--- src/rtl/adc_xfer_pkg.sv ---
package adc_xfer_pkg;
  typedef enum logic {BLK_A = 1'b0, BLK_B = 1'b1} blk_sel_e;
endpackage

--- src/rtl/adc_xfer_seq.sv ---
module adc_xfer_seq
  import adc_xfer_pkg::*;
#(
  parameter int CNT_W = 8
) (
  input  logic             clk,
  input  logic             rst_n,
  input  logic [CNT_W-1:0] xfer_count,
  input  logic             two_block,
  input  logic             continuous,
  input  logic             arm,
  input  logic             base_wr,
  input  logic             res_valid,
  output logic             busy,
  output logic             take,
  output logic             blk_end,
  output logic [CNT_W-1:0] idx,
  output blk_sel_e         blk
);
  logic final_blk;
  logic run_end;
  logic cnt_zero;

  assign cnt_zero  = (xfer_count == '0);
  assign take      = busy && !cnt_zero && res_valid && !base_wr && !arm;
  assign blk_end   = take && (idx == xfer_count - 1'b1);
  assign final_blk = !two_block || (blk == BLK_B);
  assign run_end   = blk_end && final_blk && !continuous;

  always_ff @(posedge clk or negedge rst_n) begin
    if (!rst_n) begin
      busy <= 1'b0;
      idx  <= '0;
      blk  <= BLK_A;
    end else if (base_wr) begin
      busy <= 1'b0;
      idx  <= '0;
      blk  <= BLK_A;
    end else if (arm) begin
      busy <= !cnt_zero;
      idx  <= '0;
      blk  <= BLK_A;
    end else if (take) begin
      if (blk_end) begin
        idx <= '0;
        blk <= final_blk ? BLK_A : BLK_B;
        if (run_end) busy <= 1'b0;
      end else begin
        idx <= idx + 1'b1;
      end
    end
  end

  // position never reaches the block length while running
  a_r2_idx_in_block: assert property (@(posedge clk) disable iff (!rst_n)
    (busy && !cnt_zero && $stable(xfer_count)) |-> (idx < xfer_count));
  // second block only exists in ping-pong mode
  a_r5_blk_b_needs_pair: assert property (@(posedge clk) disable iff (!rst_n)
    (take && blk == BLK_B) |-> two_block);
endmodule

--- src/rtl/adc_xfer_addr.sv ---
module adc_xfer_addr
  import adc_xfer_pkg::*;
#(
  parameter int              CNT_W      = 8,
  parameter int              ADDR_W     = 16,
  parameter logic [ADDR_W-1:0] RESET_ADDR = 16'h0200
) (
  input  logic              clk,
  input  logic              rst_n,
  input  logic              base_wr,
  input  logic [ADDR_W-1:0] base_wdata,
  input  logic [CNT_W-1:0]  xfer_count,
  input  blk_sel_e          blk,
  input  logic [CNT_W-1:0]  idx,
  output logic [ADDR_W-1:0] cur_addr
);
  localparam int OFF_W = CNT_W + 1;

  logic [ADDR_W-1:0] base_q;

  function automatic logic [ADDR_W-1:0] word_addr(
    input logic [ADDR_W-1:0] base,
    input blk_sel_e          b,
    input logic [CNT_W-1:0]  cnt,
    input logic [CNT_W-1:0]  pos
  );
    logic [OFF_W-1:0] words;
    words = {1'b0, pos} + ((b == BLK_B) ? {1'b0, cnt} : '0);
    return base + (ADDR_W'(words) << 1);
  endfunction

  always_ff @(posedge clk or negedge rst_n) begin
    if (!rst_n)       base_q <= RESET_ADDR;
    else if (base_wr) base_q <= base_wdata;
  end

  assign cur_addr = word_addr(base_q, blk, xfer_count, idx);

  // base changes only through the load pulse
  a_r8_base_only_on_write: assert property (@(posedge clk) disable iff (!rst_n)
    !$past(base_wr) |-> $stable(base_q));
endmodule

--- src/rtl/adc_xfer_wr.sv ---
module adc_xfer_wr
  import adc_xfer_pkg::*;
#(
  parameter int ADDR_W = 16,
  parameter int RES_W  = 10,
  parameter int WORD_W = 16
) (
  input  logic              clk,
  input  logic              rst_n,
  input  logic              take,
  input  logic              blk_end,
  input  blk_sel_e          blk,
  input  logic [ADDR_W-1:0] cur_addr,
  input  logic [RES_W-1:0]  res_data,
  output logic              mem_wr,
  output logic [ADDR_W-1:0] mem_addr,
  output logic [WORD_W-1:0] mem_wdata,
  output logic              blk_done,
  output logic              last_block
);
  function automatic logic [WORD_W-1:0] widen(input logic [RES_W-1:0] r);
    return WORD_W'(r);
  endfunction

  always_ff @(posedge clk or negedge rst_n) begin
    if (!rst_n) begin
      mem_wr     <= 1'b0;
      mem_addr   <= '0;
      mem_wdata  <= '0;
      blk_done   <= 1'b0;
      last_block <= 1'b0;
    end else begin
      mem_wr   <= take;
      blk_done <= blk_end;
      if (take) begin
        mem_addr  <= cur_addr;
        mem_wdata <= widen(res_data);
      end
      if (blk_end) last_block <= (blk == BLK_B);
    end
  end

  // completion pulse always accompanies a write
  a_r4_done_with_write: assert property (@(posedge clk) disable iff (!rst_n)
    blk_done |-> mem_wr);
  // status changes only with a completion pulse
  a_r9_last_stable: assert property (@(posedge clk) disable iff (!rst_n)
    !blk_done |-> $stable(last_block));
endmodule

--- src/rtl/adc_xfer_ctrl.sv ---
module adc_xfer_ctrl
  import adc_xfer_pkg::*;
#(
  parameter int                CNT_W      = 8,
  parameter int                ADDR_W     = 16,
  parameter int                RES_W      = 10,
  parameter int                WORD_W     = 16,
  parameter logic [ADDR_W-1:0] RESET_ADDR = 16'h0200
) (
  input  logic              clk,
  input  logic              rst_n,
  input  logic [CNT_W-1:0]  xfer_count,
  input  logic              two_block,
  input  logic              continuous,
  input  logic              arm,
  input  logic              base_wr,
  input  logic [ADDR_W-1:0] base_wdata,
  input  logic              res_valid,
  input  logic [RES_W-1:0]  res_data,
  output logic              mem_wr,
  output logic [ADDR_W-1:0] mem_addr,
  output logic [WORD_W-1:0] mem_wdata,
  output logic              blk_done,
  output logic              last_block,
  output logic              busy
);
  logic             take;
  logic             blk_end;
  logic [CNT_W-1:0] idx;
  blk_sel_e         blk;
  logic [ADDR_W-1:0] cur_addr;

  adc_xfer_seq #(.CNT_W(CNT_W)) i_seq (
    .clk(clk), .rst_n(rst_n), .xfer_count(xfer_count), .two_block(two_block),
    .continuous(continuous), .arm(arm), .base_wr(base_wr), .res_valid(res_valid),
    .busy(busy), .take(take), .blk_end(blk_end), .idx(idx), .blk(blk)
  );

  adc_xfer_addr #(.CNT_W(CNT_W), .ADDR_W(ADDR_W), .RESET_ADDR(RESET_ADDR)) i_addr (
    .clk(clk), .rst_n(rst_n), .base_wr(base_wr), .base_wdata(base_wdata),
    .xfer_count(xfer_count), .blk(blk), .idx(idx), .cur_addr(cur_addr)
  );

  adc_xfer_wr #(.ADDR_W(ADDR_W), .RES_W(RES_W), .WORD_W(WORD_W)) i_wr (
    .clk(clk), .rst_n(rst_n), .take(take), .blk_end(blk_end), .blk(blk),
    .cur_addr(cur_addr), .res_data(res_data), .mem_wr(mem_wr), .mem_addr(mem_addr),
    .mem_wdata(mem_wdata), .blk_done(blk_done), .last_block(last_block)
  );

  // a zero count blocks writing
  a_r3_zero_count_no_write: assert property (@(posedge clk) disable iff (!rst_n)
    ($past(xfer_count) == '0) |-> !mem_wr);
  // a base load suppresses the write of that cycle
  a_r8_no_write_after_base: assert property (@(posedge clk) disable iff (!rst_n)
    $past(base_wr) |-> !mem_wr);
  // no write without a result
  a_r10_write_needs_result: assert property (@(posedge clk) disable iff (!rst_n)
    mem_wr |-> $past(res_valid));
  // the unit stops only at a pass end, a base load or an arm
  a_r4_busy_fall_cause: assert property (@(posedge clk) disable iff (!rst_n)
    $fell(busy) |-> (blk_done || $past(base_wr) || $past(arm)));
endmodule

--- config.mk ---
export PLATFORM = sky130hd
export DESIGN_NAME = adc_xfer_ctrl
export DESIGN_NICKNAME = d
export VERILOG_FILES = /design/src/rtl/adc_xfer_pkg.sv /design/src/rtl/adc_xfer_seq.sv /design/src/rtl/adc_xfer_addr.sv /design/src/rtl/adc_xfer_wr.sv /design/src/rtl/adc_xfer_ctrl.sv
export SDC_FILE = /design/constraint.sdc
export NUM_CORES = 1
export LEC_CHECK = 0
export ABC_CLOCK_PERIOD_IN_PS = 7870
export BUFFER_PORTS_ARGS = -buffer_cell sky130_fd_sc_hd__buf_4
export CAP_MARGIN = 20
export CORE_UTILIZATION = 59
export DETAILED_ROUTE_END_ITERATION = 8
export PLACE_DENSITY = 0.86
export SLEW_MARGIN = 20
export SYNTH_ARGS = -nofsm -noshare
export SYNTH_HDL_FRONTEND = slang
export SYNTH_SLANG_ARGS = --single-unit
--- constraint.sdc ---
create_clock -name clk -period 7.87 [get_ports clk]
set_input_delay 0.787 -clock clk [delete_from_list [all_inputs] [get_ports clk]]
set_output_delay 0.787 -clock clk [all_outputs]
set_load 0.02 [all_outputs]
==> flow_metrics.py <==
metrics = {
    "sta": {
        "fin_skew_ns": 0.00325,
        "rsz0062_at_grt": "false",
        "setup_viol": 0,
        "fmaxAchievable_mhz": 243,
        "min_period_ns": 4.12,
        "maxSlewViolCount": 0,
        "finalSetupTns_ns": 0,
        "post-route-period-util_pct": 52.4,
        "hold_violations": 0,
        "relSlewSlack_pct": 53.7,
        "worst_pin_slew_ns": 0.695,
    },
    "final_layout": {
        "syn_to_final_growth_pct": 18.6,
        "finalNonFillerCells": 494,
        "fin_area_um2": 4090,
        "antenna_cells": 0,
        "multi_input_area_um2": 1930,
        "ff_latch_area_um2": 1380,
        "fillers": 421,
        "fin_nets": 485,
        "drive_gt1_share_pct": 25.4,
    },
    "critical_path": {
        "crit_path_top_delay_cell": "a221oi_1",
        "critPathKind": "reg -> reg",
        "worstReg2RegStart": "i_seq.blk",
        "arrival_ns": 4.35,
        "path_common_cell": "o21ai_0",
        "rr_worst_depth": 17,
        "crit_path_start_kind": "flop",
        "end_kind": "flop",
        "worstPathRequired_ns": 8.10,
        "worst-path-max-fanout": 10,
        "critPathMaxStageDelay_ns": 0.57,
        "ff2ff_setup_slack_ns": 3.75,
        "r2r_end": "i_wr.mem_addr[12]",
        "cp_cell_sequence": "inv_1, nor2_1, ha_1, inv_1, fa_1, nor2b_1, o21ai_0, nand2b_1, a21o_1, a21oi_1, xnor2_1, ha_1, a2111oi_0, o21ai_0, a221oi_1, o21ai_0, a31oi_1",
    },
    "floorplan": {
        "initial_core_util_pct": 61.9,
        "design.die.area_um2": 6160,
        "ios": 77,
        "die_y_um": 78.5,
        "coreArea_um2": 5570,
        "num_rows": 27,
        "die_width_um": 78.5,
    },
    "clock_network": {
        "h-tree-depth": 2,
        "cts-root-buf": "clkbuf_8",
        "cts_buffers": 5,
        "cts.path.max_buffers": 2,
        "clock_latency_ns": 0.30,
        "ctsHoldBuffers": 0,
        "clkSinkCount": 55,
        "cts.clk_slew.worst_paths_ns": 0.10,
        "cts_tree": "built",
        "cts_setup_buffers": 0,
        "cts.repair.resized": 0,
    },
    "yosys": {
        "ys_seq_elements": 55,
        "ys_async_sr_fraction_pct": 100,
        "synth_edf_count": 0,
        "yosysTopAreaCell": "dfrtp_1",
        "yosysSeqAreaShare_pct": 39.9,
        "ys_warn_count": 0,
        "synth_flop_cell": "dfrtp_1",
        "synth_area_leaders": "dfrtp_1 39%, ha_1 7.6%, nand2_1 7.0%",
        "synth_top_area_share_pct": 39.2,
        "yosysUniqueCellTypes": 58,
        "syn-instance-count": 359,
        "syn_avg_cell_area_um2": 9.61,
        "netlist_area_um2": 3450,
    },
    "route": {
        "finalWirelength_mm": 7.46,
        "via_per_inst": 5.78,
        "final_antenna_net_count": 0,
        "dr.pass1.iters": 4,
        "wl_per_cell_um": 15.1,
        "num_vias": 2857,
        "drt_iter0_markers": 174,
        "drc": 0,
    },
    "place": {
        "hpwl_mm": 5.44,
        "port_buffers": 70,
        "gp_congestion": 0.909,
        "dp_cells": 486,
        "post_dp_cell_area_um2": 3960,
    },
    "power": {
        "powerDensity_nw_per_um2": 187,
        "p_leak_nw": 1.99,
        "vdd_drop_max_v": 0.000147,
    },
    "grt": {
        "grt-ovfl-total": 0,
        "gr-usage-all-layers_pct": 26.2,
        "grt_max_degree": 56,
        "grt_pass1_vias": 2571,
        "antenna_found_initial": 0,
        "grt_first_pass_wirelength_mm": 12.6,
    },
    "outcome": {
        "status": "completed",
    },
    "hold_path": {
        "min_to": "i_wr.mem_wdata[9]",
        "min-delay-start": "i_wr.mem_wdata[9]",
        "hp-class": "reg -> reg",
        "min_delay_path_depth": 2,
    },
    "flow_run": {
        "drv_cap": 0,
    },
}
## worst max-delay path by stage
| stage | start | depth (start not counted) | slack, ns | endpoint |
|---|---|---|---|---|
| 3_5_place_dp | xfer_count[0] | 18 | 3.58 | i_wr.mem_addr[12] |
| 4_1_cts | i_seq.blk | 17 | 3.77 | i_wr.mem_addr[12] |
| 6_report | i_seq.blk | 17 | 3.75 | i_wr.mem_addr[12] |
| 2_1_floorplan | xfer_count[0] | 17 | 4.16 | i_wr.mem_addr[12] |
| 5_1_grt | i_seq.blk | 17 | 3.40 | i_wr.mem_addr[14] |
| 3_3_place_gp | xfer_count[0] | 18 | 3.82 | i_wr.mem_addr[14] |
## cell families (layout without fill, tap and decap cells)
group,after synthesis,count (layout),synth area share [%]
xor gates and xnor gates,25,25,6.35
AOI/OAI and AO/OA,65,65,12.1
muxes,21,21,6.96
buffers and inverters,31,89,4.79
and+or+nand+nor,138,138,21.0
adders and majority gates,23,23,8.77
DFF,55,55,39.9
other,1,6,0.109
## routing by layer
| metal | vias to the layer above | global-route usage (%) | part of all wire [%] |
|---|---|---|---|
| li1 | 1369 | - | - |
| met3 | 12 | 4.30 | 6.6 |
| met4 | 0 | 6.67 | 1.2 |
| met5 | - | 0 | 0 |
| met1 | 1362 | 35.5 | 42 |
| met2 | 114 | 43.7 | 50 |
## final cells by class
type | instances | area share (%)
Clock inverter | 2 | 1.47
Inverter | 11 | 1.01
Tap cell | 72 | 2.20
Multi-Input combinational cell | 278 | 47.1
Timing Repair Buffer | 70 | 12.8
Clock buffer | 6 | 1.77
Sequential cell | 55 | 33.6
## layout by cell type, fill, tap and decap left out, drive strengths merged, types with 3 or more instances in the layout
cell type and instances:
and2 7, nand3 7, nand2 64, or3 3, inv 11, nand4 6, xnor2 15, ha 21
a21o 6, o211ai 4, nor3b 3, dfrtp 54, clkbuf 6, a21oi 12, o21a 3, nor3 12
a31oi 3, nor2b 4, or2 3, and3 4, nor4b 4, conb 6, xor2 10, nor2 13
mux2i 3, a211oi 3, buf 70, mux2 18, o21ai 23
## through the flow
step / util (%) / total power, mW / hold slack, ns / worst slack [ns]
CTS: 73.4 / 0.773 / 0.491 / 3.77
global placement: 71.1 / 0.546 / 0.440 / 3.82
detailed placement: 71.1 / 0.555 / 0.467 / 3.58
finish: 73.4 / 0.766 / 0.484 / 3.75
floorplan: - / 0.462 / 0.435 / 4.16
global route: 73.4 / 0.805 / 0.516 / 3.40
## state kept, by name (all words and copies together) (netlist names)
register	count
i_seq.blk	1
i_seq.busy	1
i_wr.mem_wdata	10
i_wr.last_block	1
i_seq.idx	8
i_wr.mem_addr	16
i_wr.mem_wr	1
i_addr.base_q	16
i_wr.blk_done	1
## synthesized netlist by cell type, drive strengths merged (2+ instances only)
| cell type | count |
|---|---|
| nor2b | 4 |
| ha | 21 |
| and3 | 4 |
| mux2 | 18 |
| xnor2 | 15 |
| a21oi | 12 |
| a211o | 2 |
| and2 | 7 |
| buf | 12 |
| o21a | 3 |
| nor3 | 12 |
| a211oi | 3 |
| o21ai | 23 |
| or3 | 3 |
| a21o | 6 |
| nand2b | 2 |
| o31ai | 2 |
| nand4 | 6 |
| xor2 | 10 |
| fa | 2 |
| nor3b | 3 |
| dfrtp | 54 |
| mux2i | 3 |
| a31oi | 3 |
| nand2 | 64 |
| or2 | 3 |
| o211ai | 4 |
| inv | 11 |
| nor2 | 13 |
| a2111oi | 2 |
| nand3 | 7 |
| clkbuf | 8 |
| nor4b | 4 |
## worst max-delay path: cells and delay by family (launching register included)
kind                     cells  cell delay [ns]
AO/OA/AOI/OAI                8             1.80
XOR/XNOR                     1             0.15
adder cells (fa/ha/maj)      3             0.98
buffers and inverters        2             0.21
flip-flops                   1             0.53
AND/OR/NAND/NOR              3             0.39
## report_power, final
group / leakage (nW) / switching [mW] / internal [mW]
sequential: 0.690 / 0.0269 / 0.324
combinational: 1.23 / 0.109 / 0.0885
clock: 0.0654 / 0.0913 / 0.127
total: 1.99 / 0.227 / 0.539
No activity file was read; power rests on OpenSTA's default activity.
